--- src/rtl/mdio_mgmt_pkg.sv ---
`timescale 1ns/1ps
package mdio_mgmt_pkg;
  localparam int PRE_LEN   = 32;
  localparam int PHY_W     = 5;
  localparam int REG_W     = 5;
  localparam int DATA_W    = 16;
  localparam int OFS_W     = 5;
  localparam int TA_POS    = PRE_LEN + 4 + PHY_W + REG_W;
  localparam int DATA_POS  = TA_POS + 2;
  localparam int FRAME_LEN = DATA_POS + DATA_W;

  typedef enum logic [2:0] {
    SEL_CFG   = 3'd0,
    SEL_ADDR  = 3'd1,
    SEL_CMD   = 3'd2,
    SEL_WDATA = 3'd3,
    SEL_RDATA = 3'd4,
    SEL_STAT  = 3'd5
  } reg_sel_e;

  typedef struct packed {
    logic              wr;
    logic [PHY_W-1:0]  phy;
    logic [REG_W-1:0]  regn;
    logic [DATA_W-1:0] data;
  } xfer_t;
endpackage

--- src/rtl/mdio_mgmt_regs.sv ---
`timescale 1ns/1ps
module mdio_mgmt_regs
  import mdio_mgmt_pkg::*;
#(
  parameter int DIV_W = 4
) (
  input  logic              clk,
  input  logic              rst_n,
  input  logic              we,
  input  logic [OFS_W-1:0]  addr,
  input  logic [31:0]       wdata,
  input  logic              busy,
  input  logic [DATA_W-1:0] result,
  output logic [31:0]       rdata,
  output logic [DIV_W-1:0]  div_sel,
  output xfer_t             req,
  output logic              start
);
  logic [DIV_W-1:0]  cfg_q, cfg_d;
  logic [PHY_W-1:0]  phy_q, phy_d;
  logic [REG_W-1:0]  regn_q, regn_d;
  logic [1:0]        cmd_q, cmd_d;
  logic [DATA_W-1:0] wd_q, wd_d;
  reg_sel_e          sel;

  assign sel = reg_sel_e'(addr[4:2]);

  always_comb begin
    cfg_d  = cfg_q;
    phy_d  = phy_q;
    regn_d = regn_q;
    cmd_d  = cmd_q;
    wd_d   = wd_q;
    if (we) begin
      case (sel)
        SEL_CFG:   cfg_d = wdata[DIV_W+1:2];
        SEL_ADDR:  begin phy_d = wdata[12:8]; regn_d = wdata[4:0]; end
        SEL_CMD:   cmd_d = wdata[1:0];
        SEL_WDATA: wd_d = wdata[DATA_W-1:0];
        default:   ;
      endcase
    end
  end

  always_ff @(posedge clk or negedge rst_n) begin
    if (!rst_n) begin
      cfg_q  <= '0;
      phy_q  <= '0;
      regn_q <= '0;
      cmd_q  <= '0;
      wd_q   <= '0;
    end else begin
      cfg_q  <= cfg_d;
      phy_q  <= phy_d;
      regn_q <= regn_d;
      cmd_q  <= cmd_d;
      wd_q   <= wd_d;
    end
  end

  always_comb begin
    case (sel)
      SEL_CFG:   rdata = {{(30-DIV_W){1'b0}}, cfg_q, 2'b00};
      SEL_ADDR:  rdata = {19'b0, phy_q, 3'b0, regn_q};
      SEL_CMD:   rdata = {30'b0, cmd_q};
      SEL_WDATA: rdata = {{(32-DATA_W){1'b0}}, wd_q};
      SEL_RDATA: rdata = {{(32-DATA_W){1'b0}}, result};
      SEL_STAT:  rdata = {31'b0, busy};
      default:   rdata = '0;
    endcase
  end

  assign start   = we && (sel == SEL_CMD) && wdata[0] && !busy;
  assign div_sel = cfg_q;
  assign req     = '{wr: wdata[1], phy: phy_q, regn: regn_q, data: wd_q};
endmodule

--- src/rtl/mdio_mgmt_div.sv ---
`timescale 1ns/1ps
module mdio_mgmt_div #(
  parameter int CW = 5
) (
  input  logic          clk,
  input  logic          rst_n,
  input  logic          run,
  input  logic [CW-1:0] limit,
  output logic          tick
);
  logic [CW-1:0] cnt_q, cnt_d;

  assign tick = run && (cnt_q == limit);

  always_comb begin
    if (!run || tick) cnt_d = '0;
    else              cnt_d = cnt_q + 1'b1;
  end

  always_ff @(posedge clk or negedge rst_n) begin
    if (!rst_n) cnt_q <= '0;
    else        cnt_q <= cnt_d;
  end
endmodule

--- src/rtl/mdio_mgmt_eng.sv ---
`timescale 1ns/1ps
module mdio_mgmt_eng
  import mdio_mgmt_pkg::*;
#(
  parameter int DIV_W = 4
) (
  input  logic              clk,
  input  logic              rst_n,
  input  logic              start,
  input  xfer_t             req,
  input  logic [DIV_W-1:0]  div_sel,
  input  logic              tick,
  input  logic              mdio_i,
  output logic              busy,
  output logic [DIV_W:0]    limit,
  output logic              mdc,
  output logic              mdio_o,
  output logic              mdio_oe,
  output logic [DATA_W-1:0] result
);
  localparam int IDX_W = $clog2(FRAME_LEN);
  localparam logic [IDX_W-1:0] LAST_IDX = IDX_W'(FRAME_LEN - 1);
  localparam logic [IDX_W-1:0] TA_IDX   = IDX_W'(TA_POS);
  localparam logic [IDX_W-1:0] DATA_IDX = IDX_W'(DATA_POS);

  logic                 busy_q, busy_d;
  logic                 mdc_q, mdc_d;
  logic                 wr_q, wr_d;
  logic [IDX_W-1:0]     idx_q, idx_d;
  logic [FRAME_LEN-1:0] sh_q, sh_d;
  logic [DATA_W-1:0]    res_q, res_d;
  logic [DIV_W:0]       lim_q, lim_d;

  always_comb begin
    busy_d = busy_q;
    mdc_d  = mdc_q;
    wr_d   = wr_q;
    idx_d  = idx_q;
    sh_d   = sh_q;
    res_d  = res_q;
    lim_d  = lim_q;
    if (start) begin
      busy_d = 1'b1;
      mdc_d  = 1'b0;
      idx_d  = '0;
      wr_d   = req.wr;
      res_d  = '0;
      lim_d  = {div_sel, 1'b1};
      sh_d   = {{PRE_LEN{1'b1}}, 2'b01, (req.wr ? 2'b01 : 2'b10),
                req.phy, req.regn, 2'b10, (req.wr ? req.data : {DATA_W{1'b0}})};
    end else if (busy_q && tick) begin
      if (!mdc_q) begin
        mdc_d = 1'b1;
        if (!wr_q && idx_q >= DATA_IDX) res_d = {res_q[DATA_W-2:0], mdio_i};
      end else begin
        mdc_d = 1'b0;
        if (idx_q == LAST_IDX) begin
          busy_d = 1'b0;
        end else begin
          idx_d = idx_q + 1'b1;
          sh_d  = {sh_q[FRAME_LEN-2:0], 1'b0};
        end
      end
    end
  end

  always_ff @(posedge clk or negedge rst_n) begin
    if (!rst_n) begin
      busy_q <= 1'b0;
      mdc_q  <= 1'b0;
      wr_q   <= 1'b0;
      idx_q  <= '0;
      sh_q   <= '0;
      res_q  <= '0;
      lim_q  <= '0;
    end else begin
      busy_q <= busy_d;
      mdc_q  <= mdc_d;
      wr_q   <= wr_d;
      idx_q  <= idx_d;
      sh_q   <= sh_d;
      res_q  <= res_d;
      lim_q  <= lim_d;
    end
  end

  assign busy    = busy_q;
  assign limit   = lim_q;
  assign mdc     = mdc_q;
  assign mdio_o  = busy_q & sh_q[FRAME_LEN-1];
  assign mdio_oe = busy_q && (wr_q || idx_q < TA_IDX);
  assign result  = res_q;
endmodule

--- src/rtl/mdio_mgmt_ctrl.sv ---
`timescale 1ns/1ps
module mdio_mgmt_ctrl
  import mdio_mgmt_pkg::*;
#(
  parameter int DIV_W = 4
) (
  input  logic             clk,
  input  logic             rst_n,
  input  logic             bus_we,
  input  logic [OFS_W-1:0] bus_addr,
  input  logic [31:0]      bus_wdata,
  output logic [31:0]      bus_rdata,
  output logic             mdc,
  output logic             mdio_o,
  output logic             mdio_oe,
  input  logic             mdio_i
);
  logic [1:0]        rst_sync_q;
  logic              core_rst_n;
  logic              busy_w;
  logic              start_w;
  logic              tick_w;
  logic [DIV_W-1:0]  div_sel_w;
  logic [DIV_W:0]    limit_w;
  logic [DATA_W-1:0] result_w;
  xfer_t             req_w;

  always_ff @(posedge clk or negedge rst_n) begin
    if (!rst_n) rst_sync_q <= 2'b00;
    else        rst_sync_q <= {rst_sync_q[0], 1'b1};
  end
  assign core_rst_n = rst_sync_q[1];

  mdio_mgmt_regs #(.DIV_W(DIV_W)) u_regs (
    .clk(clk), .rst_n(core_rst_n), .we(bus_we), .addr(bus_addr),
    .wdata(bus_wdata), .busy(busy_w), .result(result_w), .rdata(bus_rdata),
    .div_sel(div_sel_w), .req(req_w), .start(start_w)
  );

  mdio_mgmt_div #(.CW(DIV_W + 1)) u_div (
    .clk(clk), .rst_n(core_rst_n), .run(busy_w), .limit(limit_w), .tick(tick_w)
  );

  mdio_mgmt_eng #(.DIV_W(DIV_W)) u_eng (
    .clk(clk), .rst_n(core_rst_n), .start(start_w), .req(req_w),
    .div_sel(div_sel_w), .tick(tick_w), .mdio_i(mdio_i), .busy(busy_w),
    .limit(limit_w), .mdc(mdc), .mdio_o(mdio_o), .mdio_oe(mdio_oe),
    .result(result_w)
  );
endmodule

--- config.mk ---
export PLATFORM = sky130hd
export DESIGN_NAME = mdio_mgmt_ctrl
export DESIGN_NICKNAME = d
export VERILOG_FILES = /design/src/rtl/mdio_mgmt_pkg.sv /design/src/rtl/mdio_mgmt_regs.sv /design/src/rtl/mdio_mgmt_div.sv /design/src/rtl/mdio_mgmt_eng.sv /design/src/rtl/mdio_mgmt_ctrl.sv
export SDC_FILE = /design/constraint.sdc
export NUM_CORES = 1
export LEC_CHECK = 0
export BUFFER_PORTS_ARGS = -buffer_cell sky130_fd_sc_hd__buf_2
export CELL_PAD_IN_SITES_DETAIL_PLACEMENT = 1
export CELL_PAD_IN_SITES_GLOBAL_PLACEMENT = 1
export CORE_ASPECT_RATIO = 1.4
export CORE_MARGIN = 2
export CORE_UTILIZATION = 49
export DETAILED_ROUTE_END_ITERATION = 8
export HOLD_SLACK_MARGIN = 0.1
export MAX_ROUTING_LAYER = met4
export PLACE_DENSITY = 0.89
export SLEW_MARGIN = 10
export SYNTH_ARGS = -nofsm -noshare
export SYNTH_HDL_FRONTEND = slang
export SYNTH_SLANG_ARGS = --single-unit
--- constraint.sdc ---
create_clock -name clk -period 10.4 [get_ports clk]
set_input_delay 0.52 -clock clk [delete_from_list [all_inputs] [get_ports clk]]
set_output_delay 0.52 -clock clk [all_outputs]
set_load 0.02 [all_outputs]
==> reports/metrics.yaml <==
htreeDepth: 4
clockBufferDepth: 2
portBuffers: 41
num_rows: 49
p_seq_share_pct: 40.4
nets: 699
slew_headroom_pct: 18.93
worstSkewPairLatency_ns: 0.43
power.share.switching_pct: 35.48
intPower_mw: 1.215
post-route-util_pct: 56.45
synth-warning-count: 0
yosysTopAreaCell: "dfrtp_1"
critPathMaxFanout: 16
ys_ff_latch: 133
vdd_drop_max_mv: 0.1273
initial_core_util_pct: 50.27
leakage_nw: 3.125
netlist.area_leader.share_pct: 51.18
outcome: "finished clean"
place_congestion: 0.8271
cp-start-kind: "input port"
detail-route-antenna-nets: 0
maxCapViolations: 0
synthTopCellsByArea: "dfrtp_1 51%, mux2_2 6.9%, nor2_1 4.3%"
first_global_vias: 5664
fmax_ghz: 0.3439
cts_sinks: 133
grt_pass1_wl_um: 30010
rsz0062_at_grt: "no"
power_frac_clock_pct: 34.7
critPathArrivalTime_ns: 2.39
clock_skew_ns: 0.009876
synth-edff-count: 0
worst_pin_slew_ns: 1.216
grt_overflow: 0
die_h_um: 140.3
layout-drive-gt1-share_pct: 20.93
p_sw_mw: 0.6683
postSynth.asyncResetShare_pct: 100.0
syn_area_mm2: 0.006502
die_x_um: 101.4
crit_chain: "buf_2 > nand2_1 > nor2_1 > nand2_1 > o21ai_0 > buf_2"
cellPowerDensity_mw_per_mm2: 258.0
drc: 0
maxSlewViolCount: 0
ctsRootBufferMaster: "clkbuf_16"
viasPerCell: 6.051
area_delta_synth_final_pct: 12.30
netlist_top_cells_count: "133 x dfrtp_1, 74 x nor2_1, 54 x a21oi_1, 48 x nand2_1, 40 x mux2_2"
worst_path_largest_cell_delay_ns: 0.78
grt_max_degree: 86
cts_hold_buf: 1
wl_per_cell_um: 21.47
hold_viol: 0
synth_flop_cell: "dfrtp_1"
critPathCaptureType: "output pin"
dieArea_mm2: 0.01422
drt-initial-drc-count: 309
hold_class: "input port to flop"
fin_crit_sh_pct: 27.96
dp_hpwl_um: 10960
grt_usage_pct: 28.27
crit_type: "input port to output pin"
post-cts-setup-buffers: 0
seq_area_frac_synth_pct: 51.18
syn_avg_cell_area_um2: 10.11
num_antenna_cells: 0
timing.setup.tns_ns: 0
drt-total-wl_um: 18180
ys_types: 52
crit_slowest_cell: "nor2_1"
clk_pin_slew_ns: 0.06
drt_pre_antenna_iters: 5
synth_most_common_cell: "dfrtp_1"
synth_cells: 643
cts_tree: "built"
postCtsResizedCells: 0
setup_viol: 0
cts_made_buffers: 17
crit_required_ns: 9.88
io-pin-count: 76
period_needed_ns: 2.908
coreArea_mm2: 0.01294
comb_power_share_pct: 25.0
antenna_found_initial: 0
vias: 5125
==> through the flow <==
stage	worst slack (ns)	power [mW]	hold slack (ns)	cells	instance area (um2)
3_5_place_dp	7.351	1.209	0.3084	814	6649
6_report	7.492	1.884	0.3292	847	7302
4_1_cts	7.536	1.886	0.3157	847	7302
3_3_place_gp	7.541	1.171	0.3057	814	6649
2_1_floorplan	6.420	1.093	0.2244	658	6559
5_1_grt	7.375	1.972	0.3240	847	7302
==> layout make-up <==
cell class	instances	area, um2
clock buffer	21	470.5
clock inverter	11	172.7
fill	1396	5634
inverter	21	78.83
multi-input combinational	436	2773
sequential	133	3332
tap	178	222.7
timing repair buffer	47	252.7
==> path summary, 6_finish.rpt <==
| kind | cells past startpoint | slack, ns | endpoint | startpoint |
|---|---|---|---|---|
| min in group asynchronous | 0 | 0.34 | u_eng.limit[4] | rst_sync_q[1] |
| hold reg to reg | 0 | 0.34 | u_eng.limit[4] | rst_sync_q[1] |
| max in group asynchronous | 1 | 8.53 | u_regs.phy_q[0] | rst_sync_q[1] |
| setup / recovery | 6 | 7.49 | bus_rdata[2] | bus_addr[2] |
| setup reg to reg | 4 | 7.65 | u_eng.sh_q[19] | u_eng.limit[4] |
| hold / removal | 2 | 0.33 | u_regs.wd_q[6] | bus_wdata[6] |
==> cell usage in the layout, fill, tap and decap left out, drive strengths merged, types with 4 or more instances in the layout <==
cell,synthesis,routed
a22oi,6,6
mux2,42,42
a22o,5,5
o21ai,16,16
nand2,49,49
conb,2,17
nand3,12,12
nor2,74,74
xnor2,6,6
dfrtp,133,133
bufinv,0,4
a21oi,54,54
clkbuf,14,21
nand2b,4,4
buf,54,46
a221oi,10,10
mux2i,16,16
a31oi,17,17
o31ai,17,17
nand4,19,19
inv,21,22
nor3,39,39
clkinvlp,0,4
==> power groups by stage <==
stage | registers (mW) | logic [mW] | clock network (mW)
2_1_floorplan | 0.715 | 0.378 | 0
5_1_grt | 0.771 | 0.519 | 0.681
4_1_cts | 0.757 | 0.468 | 0.660
3_3_place_gp | 0.745 | 0.426 | 0
3_5_place_dp | 0.756 | 0.452 | 0
6_report | 0.760 | 0.470 | 0.653
==> critical path, delay by kind of cell <==
family / cells / cell delay, ns
compound gates: 1 / 0.20
buf+inv: 2 / 0.55
simple gates: 3 / 1.11
==> logic make-up after synthesis <==
family | count (synthesis) | share of synthesized area, %
compound gates | 137 | 13.87
xor+xnor | 8 | 1.655
fa+ha+maj | 2 | 0.3848
buf+inv | 89 | 7.158
flops | 133 | 51.18
mux | 58 | 9.852
other cells | 2 | 0.1155
simple gates | 214 | 15.78
==> registers in the layout (all words and copies together), names as in the netlist <==
signal	flops
rst_sync_q	2
u_div.cnt_q	5
u_eng.busy	1
u_eng.idx_q	6
u_eng.limit	5
u_eng.mdc	1
u_eng.result	16
u_eng.sh_q	64
u_eng.wr_q	1
u_regs.cmd_q	2
u_regs.div_sel	4
u_regs.phy_q	5
u_regs.regn_q	5
u_regs.wd_q	16
==> layer usage <==
metal	share of wire, %	wire length, um	track usage (%)
met5	0	0	-
met2	54	9738	46.29
met4	4.1	745	13.94
met3	4.5	822	5.938
met1	38	6877	32.64
No activity file was read; power rests on OpenSTA's default activity.
